==> src/rtl/sat_adder_pkg.sv <==
package sat_adder_pkg;

    // Kind of limit applied to the raw sum
    typedef enum logic [1:0] {
        CLAMP_NONE = 2'd0,
        CLAMP_POS  = 2'd1,
        CLAMP_NEG  = 2'd2
    } clamp_kind_e;

endpackage

==> src/rtl/sat_low_adder.sv <==
// Unsigned ripple add of the operand bits below the sign position.
module sat_low_adder #(
    parameter int W = 7
) (
    input  logic [W-1:0] x,
    input  logic [W-1:0] y,
    output logic [W-1:0] sum,
    output logic         carry_out
);
    logic [W:0] chain;

    assign chain[0] = 1'b0;

    for (genvar i = 0; i < W; i++) begin : g_bit
        assign sum[i]     = x[i] ^ y[i] ^ chain[i];
        assign chain[i+1] = (x[i] & y[i]) | (chain[i] & (x[i] ^ y[i]));
    end

    assign carry_out = chain[W];
endmodule

==> src/rtl/sat_select.sv <==
// Derives the sign, the clamp decision and the value to load.
module sat_select
    import sat_adder_pkg::*;
#(
    parameter int N = 8
) (
    input  logic           sign_a,
    input  logic           sign_b,
    input  logic           carry_in_sign,
    input  logic [N-2:0]   low_sum,
    input  logic           sym_en,
    output logic [N-1:0]   next_q,
    output logic           next_sat
);
    localparam int LW = N - 1;
    localparam logic [N-1:0] FLOOR_CODE = {1'b1, {LW{1'b0}}};
    localparam logic [N-1:0] SYM_FLOOR  = FLOOR_CODE + 1'b1;

    logic        res_sign;
    clamp_kind_e kind;
    logic [N-1:0] base;
    logic        bump;

    always_comb begin
        res_sign = (sign_a & sign_b) | ((sign_a ^ sign_b) & ~carry_in_sign);
        if (~sign_a & ~sign_b & carry_in_sign)
            kind = CLAMP_POS;
        else if (sign_a & sign_b & ~carry_in_sign)
            kind = CLAMP_NEG;
        else
            kind = CLAMP_NONE;
    end

    always_comb begin
        unique case (kind)
            CLAMP_POS,
            CLAMP_NEG:  base = {res_sign, {LW{~sign_a}}};
            default:    base = {res_sign, low_sum};
        endcase
    end

    always_comb begin
        bump     = sym_en && (base == FLOOR_CODE);
        next_q   = bump ? SYM_FLOOR : base;
        next_sat = (kind != CLAMP_NONE) || bump;
    end
endmodule

==> src/rtl/sat_adder_reg.sv <==
module sat_adder_reg #(
    parameter int N = 8
) (
    input  logic         clk,
    input  logic         rst,
    input  logic [N-1:0] a_in,
    input  logic [N-1:0] b_in,
    input  logic         sym_en,
    output logic [N-1:0] q_out,
    output logic         sat_out
);
    localparam int LW = N - 1;

    logic [LW-1:0] low_sum;
    logic          carry_sign;
    logic [N-1:0]  next_q;
    logic          next_sat;

    sat_low_adder #(.W(LW)) u_low (
        .x         (a_in[LW-1:0]),
        .y         (b_in[LW-1:0]),
        .sum       (low_sum),
        .carry_out (carry_sign)
    );

    sat_select #(.N(N)) u_sel (
        .sign_a        (a_in[N-1]),
        .sign_b        (b_in[N-1]),
        .carry_in_sign (carry_sign),
        .low_sum       (low_sum),
        .sym_en        (sym_en),
        .next_q        (next_q),
        .next_sat      (next_sat)
    );

    always_ff @(posedge clk) begin
        if (rst) begin
            q_out   <= '0;
            sat_out <= 1'b0;
        end else begin
            q_out   <= next_q;
            sat_out <= next_sat;
        end
    end
endmodule

==> config.mk <==
export PLATFORM = sky130hd
export DESIGN_NAME = sat_adder_reg
export DESIGN_NICKNAME = d
export VERILOG_FILES = /design/src/rtl/sat_adder_pkg.sv /design/src/rtl/sat_low_adder.sv /design/src/rtl/sat_select.sv /design/src/rtl/sat_adder_reg.sv
export SDC_FILE = /design/constraint.sdc
export NUM_CORES = 1
export LEC_CHECK = 0
export CORE_AREA = 8 8 55 57
export CTS_BUF_LIST = sky130_fd_sc_hd__clkbuf_4 sky130_fd_sc_hd__clkbuf_8 sky130_fd_sc_hd__clkbuf_16
export DETAILED_ROUTE_END_ITERATION = 7
export DIE_AREA = 0 0 63 65
export PLACE_DENSITY = 0.6
export SLEW_MARGIN = 10
export SYNTH_ARGS = -nofsm -noshare
export SYNTH_HDL_FRONTEND = slang
export SYNTH_SLANG_ARGS = --single-unit
==> constraint.sdc <==
create_clock -name clk -period 3.73 [get_ports clk]
set_input_delay 0.373 -clock clk [delete_from_list [all_inputs] [get_ports clk]]
set_output_delay 0.373 -clock clk [all_outputs]
set_load 0.005 [all_outputs]
== Word-level counts from Yosys, hierarchy flattened ==
Cells that the tools add are included.

* Register bits: 9
* Word-level logic and storage cells: 57

* Reduce and logical (&&, ||, !) cells: 5
* Bitwise operators: 42
* Equal/unequal tests: 3
* Multiplexer cells: 4

{| class="wikitable"
|+ Operator list
! cell !! number
|-
| 1-bit AND || 18
|-
| 1-bit bitwise XOR || 14
|-
| 8-bit equality test (second input constant) || 1
|-
| 8-bit 2-to-1 mux || 1
|-
| 7-bit 2-to-1 mux || 1
|-
| 1-bit OR || 7
|-
| 2-bit 2-to-1 mux || 2
|-
| 2-bit OR reduction || 2
|-
| 1-bit inverter || 3
|-
| 2-bit by 1-bit equality test with 1-bit output (second input constant) || 1
|-
| 2-bit equality test (second input constant) || 1
|-
| 2-bit nonzero test || 1
|-
| 1-bit logical AND || 1
|-
| 1-bit logical OR || 1
|}

== Longest topological paths before layout ==
Gate-level depths: netlist of the first run.

* Depth after elaboration: 23
* Gate-level depth with buffers: 14
* Depth with buffers taken out: 14

== Modules after synthesis ==
From an unflattened synthesis of the first run, not the netlist that was laid out.

* Cell total of the unflattened synthesis: 59
* Area, all modules: 574.3 um^2

{| class="wikitable"
|+ By module, submodules not included
! module !! area an instance (um^2) !! cells an instance !! times used !! sequential area each (um^2)
|-
| sat_adder_reg || 236.5 || 18 || 1 || 180.2
|-
| sat_low_adder || 170.2 || 17 || 1 || 0.0
|-
| sat_select || 167.7 || 24 || 1 || 0.0
|}

== Least setup slack after synthesis of the first run ==
OpenSTA, ideal clock, no wires.

* Kind: input to register
* Start: input a_in[0]
* End: register q_out[0]
* Slack: 0.395 ns
* Data required time: 3.651 ns
* Stages on the path: 14
* Library setup time: 0.079 ns
* Arrival: 3.256 ns
* Cell sequence: ha_1 fa_1 fa_1 inv_1 fa_1 inv_1 fa_1 fa_1 inv_1 fa_1 mux2_4 nand2_2 nor2_1 a211oi_2

* Word-level cells in the longest chain between the ends: 23
* Elaborated cells on any way between the ends: 34

{| class="wikitable"
|+ RTL lines
! item !! RTL line !! text
|-
| from (decl) || sat_adder_reg.sv:6 || <nowiki>input logic [N-1:0] a_in,</nowiki>
|-
| 1-bit AND (2 in a row) || sat_low_adder.sv:16 || <nowiki>assign chain[i+1] = (x[i] & y[i]) | (chain[i] & (x[i] ^ y[i]));</nowiki>
|-
| 1-bit OR || sat_low_adder.sv:16 ||
|-
| 1-bit AND || sat_low_adder.sv:16 ||
|-
| 1-bit OR || sat_low_adder.sv:16 ||
|-
| 1-bit AND || sat_low_adder.sv:16 ||
|-
| 1-bit OR || sat_low_adder.sv:16 ||
|-
| 1-bit AND || sat_low_adder.sv:16 ||
|-
| 1-bit OR || sat_low_adder.sv:16 ||
|-
| [... 6 more ...] || -- ||
|-
| 2-bit 2-to-1 mux || sat_select.sv:28 || <nowiki>else if (sign_a & sign_b & ~carry_in_sign)</nowiki>
|-
| 2-bit 2-to-1 mux || sat_select.sv:26 || <nowiki>if (~sign_a & ~sign_b & carry_in_sign)</nowiki>
|-
| 2-bit by 1-bit equality test with 1-bit output or 2-bit equality test (tied branches) || sat_select.sv:35 || <nowiki>unique case (kind)</nowiki>
|-
| 2-bit OR reduction || sat_select.sv:35 ||
|-
| 7-bit 2-to-1 mux || sat_select.sv:35 ||
|-
| 8-bit equality test || sat_select.sv:43 || <nowiki>bump = sym_en && (base == FLOOR_CODE);</nowiki>
|-
| 1-bit logical AND || sat_select.sv:43 ||
|-
| 8-bit 2-to-1 mux (*) || sat_select.sv:44 || <nowiki>next_q = bump ? SYM_FLOOR : base;</nowiki>
|-
| to (signal assigned) || sat_adder_reg.sv:41 || <nowiki>q_out <= next_q;</nowiki>
|-
| to (decl) || sat_adder_reg.sv:9 || <nowiki>output logic [N-1:0] q_out,</nowiki>
|}

Mark *: on every way between the ends. The rest lies on a longest branch, timed or not.
A chain may end at the register's enable or synchronous reset.

== Final worst setup path of the first run ==
Ends and elaborated chain as after synthesis.

==> metrics.md, run 1 <==
| Metric | Value |
|---|---|
| Crit start category | `input port` |
| Maximum number of buffers from clock root to sink | `2` |
| Run status | `finished clean` |
| Number of core rows | `17` |
| Hold-fix buffers at CTS | `0` |
| Remaining antenna violation count after routing | `0` |
| Worst-case headroom to the max-slew limit | `0.807` |
| Largest stage delay, worst path | `410 ps` |
| Initial antenna violation count | `0` |
| Global Route Usage Sum | `0.0669` |
| Syn Area/Cell | `10.1 µm²` |
| Clock H-tree levels | `1` |
| Starting Density | `0.258` |
| Core Box Area | `0.00215 mm²` |
| Unique masters post-synth | `20` |
| Worst voltage drop across the vdd grid | `128 µV` |
| Count of vias placed by the detailed router | `459` |
| Cell family contributing the most delay on the critical path | `adder cells` |
| Maximum Capacitance Violations | `0` |
| Hold crit path type | `input port to register` |
| Number of input and output port buffers inserted | `27` |
| Most frequent standard cell in the layout excluding fill and tap cells | `sky130_fd_sc_hd__clkdlybuf4s50_1` |
| Post-CTS setup-driven buffer insertion count | `0` |
| Die width | `approximately 63 µm` |
| Netlist area before placement | `554 µm²` |
| Crit-path slowest cell | `sky130_fd_sc_hd__clkdlybuf4s50_1` |
| Worst min-delay path startpoint | `rst` |
| Wire length after detailed routing | `approximately 1200 µm` |
| Clock tree from TritonCTS | `yes` |
| Count of pins over their slew limit | `0` |
| Filler instances | `approximately 220` |
| Antenna diode count | `0` |
| Chain of cells forming the critical path | `clkdlybuf4s50_1 -> ha_1 -> fa_2 -> fa_1 -> inv_1 -> fa_1 -> inv_1 -> fa_1 -> fa_2 -> inv_2 -> fa_2 -> mux2_4 -> nand2_2 -> nor2_1 -> a211oi_2` |
| TritonCTS buffer count | `3` |
| DIE AREA | `0.00410 mm²` |
| DRT iter0 DRCs | `5` |
| Maximum fanout along the worst path | `6` |
| Seq cells post-synth | `9` |
| Net count after synthesis | `83` |
| Data arrival, critical path | `about 3700 ps` |
| Worst path buffer plus inverter count | `4` |
| Critical path start-end classification | `input port to register` |
| Start point of the critical path | `a_in[0]` |
| Transition time of the tightest slew-check pin | `284 ps` |
| Total of warnings raised by yosys | `0` |
| Number of hold-slack violations in the final timing report | `0` |
| Number of instances in the synthesized netlist | `55` |
| Drt pass-1 iters | `2` |
| Vias per inst | `3.99` |
| Sum of overflow across all layers after global routing | `0` |
| Number of setup violations in the final report | `0` |
| Maximum clock frequency | `approximately 0.28 GHz` |
| Number of global-route vias before repair | `approximately 540` |
| Leading cell types in the layout, fill and taps excluded | `sky130_fd_sc_hd__clkdlybuf4s50_1, sky130_fd_sc_hd__nor2_1, sky130_fd_sc_hd__inv_1, sky130_fd_sc_hd__dfxtp_1, sky130_fd_sc_hd__clkbuf_4` |
| Power after layout | `~0.0003 W` |
| Share of cells above drive strength 1 | `0.253` |
| Wire length of the first global-routing pass | `2210 µm` |
| Clock transition at the register clock pins on the worst setup and hold paths after CTS | `50 ps` |
| Layout overhead on the synthesized area | `66.8%` |
| Post-detailed-placement half-perimeter wirelength | `1110 µm` |
| Clock tree root buffer cell | `sky130_fd_sc_hd__clkbuf_4` |
| Worst path required time | `approximately 3900 ps` |
| I/O pin count | `28` |
| Largest net degree at the start of global routing | `7` |
| Final core utilization | `0.430` |
| CTS sink count | `9` |
| Routed wire per std cell | `10.4 µm` |
| Routability congestion estimate from global placement | `0.770` |
| Time the final worst path needs with I/O delays and setup | `3550 ps` |
| Kind of capture point of the worst setup path | `register` |
| DRC violation count after routing | `0` |
| Vertical extent of the die | `65 µm` |
| Post-route clock period utilization | `0.952` |
| Number of resized instances in the post-cts repair step | `0` |
| Cell area power density | `324 mW/mm²` |
| Sequential-to-total area share from yosys stat | `0.325` |
| Leakage | `0.381 nW` |
| Final-stage net count | `116` |
==> final timing paths <==
check        to  slack (ps)  cells after the start
min    q_out[1]         810                      2
max    q_out[0]         180                     15
==> final cells by class <==
cell class / instances / area (µm²) / area share
Clock buffer: 4 / 30.0 / 0.0325
Inverter: 10 / 37.5 / 0.0406
Multi-Input combinational cell: 36 / 364 / 0.394
Sequential cell: 9 / 180 / 0.195
Tap cell: 28 / 35.0 / 0.0379
Timing Repair Buffer: 28 / 278 / 0.300
==> logic make-up after synthesis <==
group / share of synthesized area
AND/OR/NAND/NOR: 0.172
buffers and inverters: 0.0677
adder cells (fa/ha/maj): 0.284
flip-flops: 0.325
AO/OA/AOI/OAI: 0.106
multiplexers: 0.0451
==> sequential cells by signal (all words and copies together), names as in the netlist <==
name / count
q_out: 8
sat_out: 1
==> report_power, final <==
| part | switching (W) | internal [W] | total [W] | leakage (nW) |
|---|---|---|---|---|
| Sequential | 0.00000223 | 0.000108 | 0.000110 | 0.0750 |
| Combinational | 0.0000455 | 0.0000682 | 0.000114 | 0.288 |
| Clock | 0.0000278 | 0.0000481 | 0.0000758 | 0.0184 |
==> Yosys cell counts <==
cell                       number  area share
sky130_fd_sc_hd__a211oi_2       1       0.023
sky130_fd_sc_hd__o22ai_1        1       0.011
sky130_fd_sc_hd__inv_1         10       0.068
sky130_fd_sc_hd__a21oi_1        3       0.027
sky130_fd_sc_hd__nand3_2        1       0.018
sky130_fd_sc_hd__nand2b_4       1       0.025
sky130_fd_sc_hd__fa_1           6        0.22
sky130_fd_sc_hd__or2_2          1       0.011
sky130_fd_sc_hd__nand2_2        1       0.011
sky130_fd_sc_hd__ha_1           3       0.068
sky130_fd_sc_hd__mux2_4         1       0.027
sky130_fd_sc_hd__o21ai_0        1      0.0090
sky130_fd_sc_hd__nor2_1        10       0.068
sky130_fd_sc_hd__nand2b_1       1       0.011
sky130_fd_sc_hd__mux2i_1        1       0.018
sky130_fd_sc_hd__o21ai_1        1      0.0090
sky130_fd_sc_hd__nor4b_1        1       0.016
sky130_fd_sc_hd__dfxtp_1        9        0.33
sky130_fd_sc_hd__nor2_2         1       0.011
sky130_fd_sc_hd__a221oi_2       1       0.027
==> through the flow <==
stage          cells  cell area, µm²  hold slack [ps]  setup TNS (ps)  setup WS, ps
2_1_floorplan     55             554              438               0           395
3_3_place_gp     111             867             1070            -934          -138
3_5_place_dp     111             867             1060           -1280          -194
4_1_cts          115             897              800               0          60.7
5_1_grt          115             925              825           -2.24         -2.24
6_report         115             925              805               0           181
==> layer usage <==
metal | vias to the layer above | part of all wire | track usage
li1 | 239 | - | -
met1 | 201 | 0.43 | 0.0709
met2 | 19 | 0.47 | 0.104
met3 | 0 | 0.099 | 0.0344
met4 | 0 | 0 | 0.0427
met5 | - | 0 | 0
(Power assumes the default switching activity.)
==> run 2: changes to the inputs <==
- HOLD_SLACK_MARGIN: not set -> 0.12
==> results of run 2 <==
No change in the layout: final DEF, timing and power equal those of run 1.
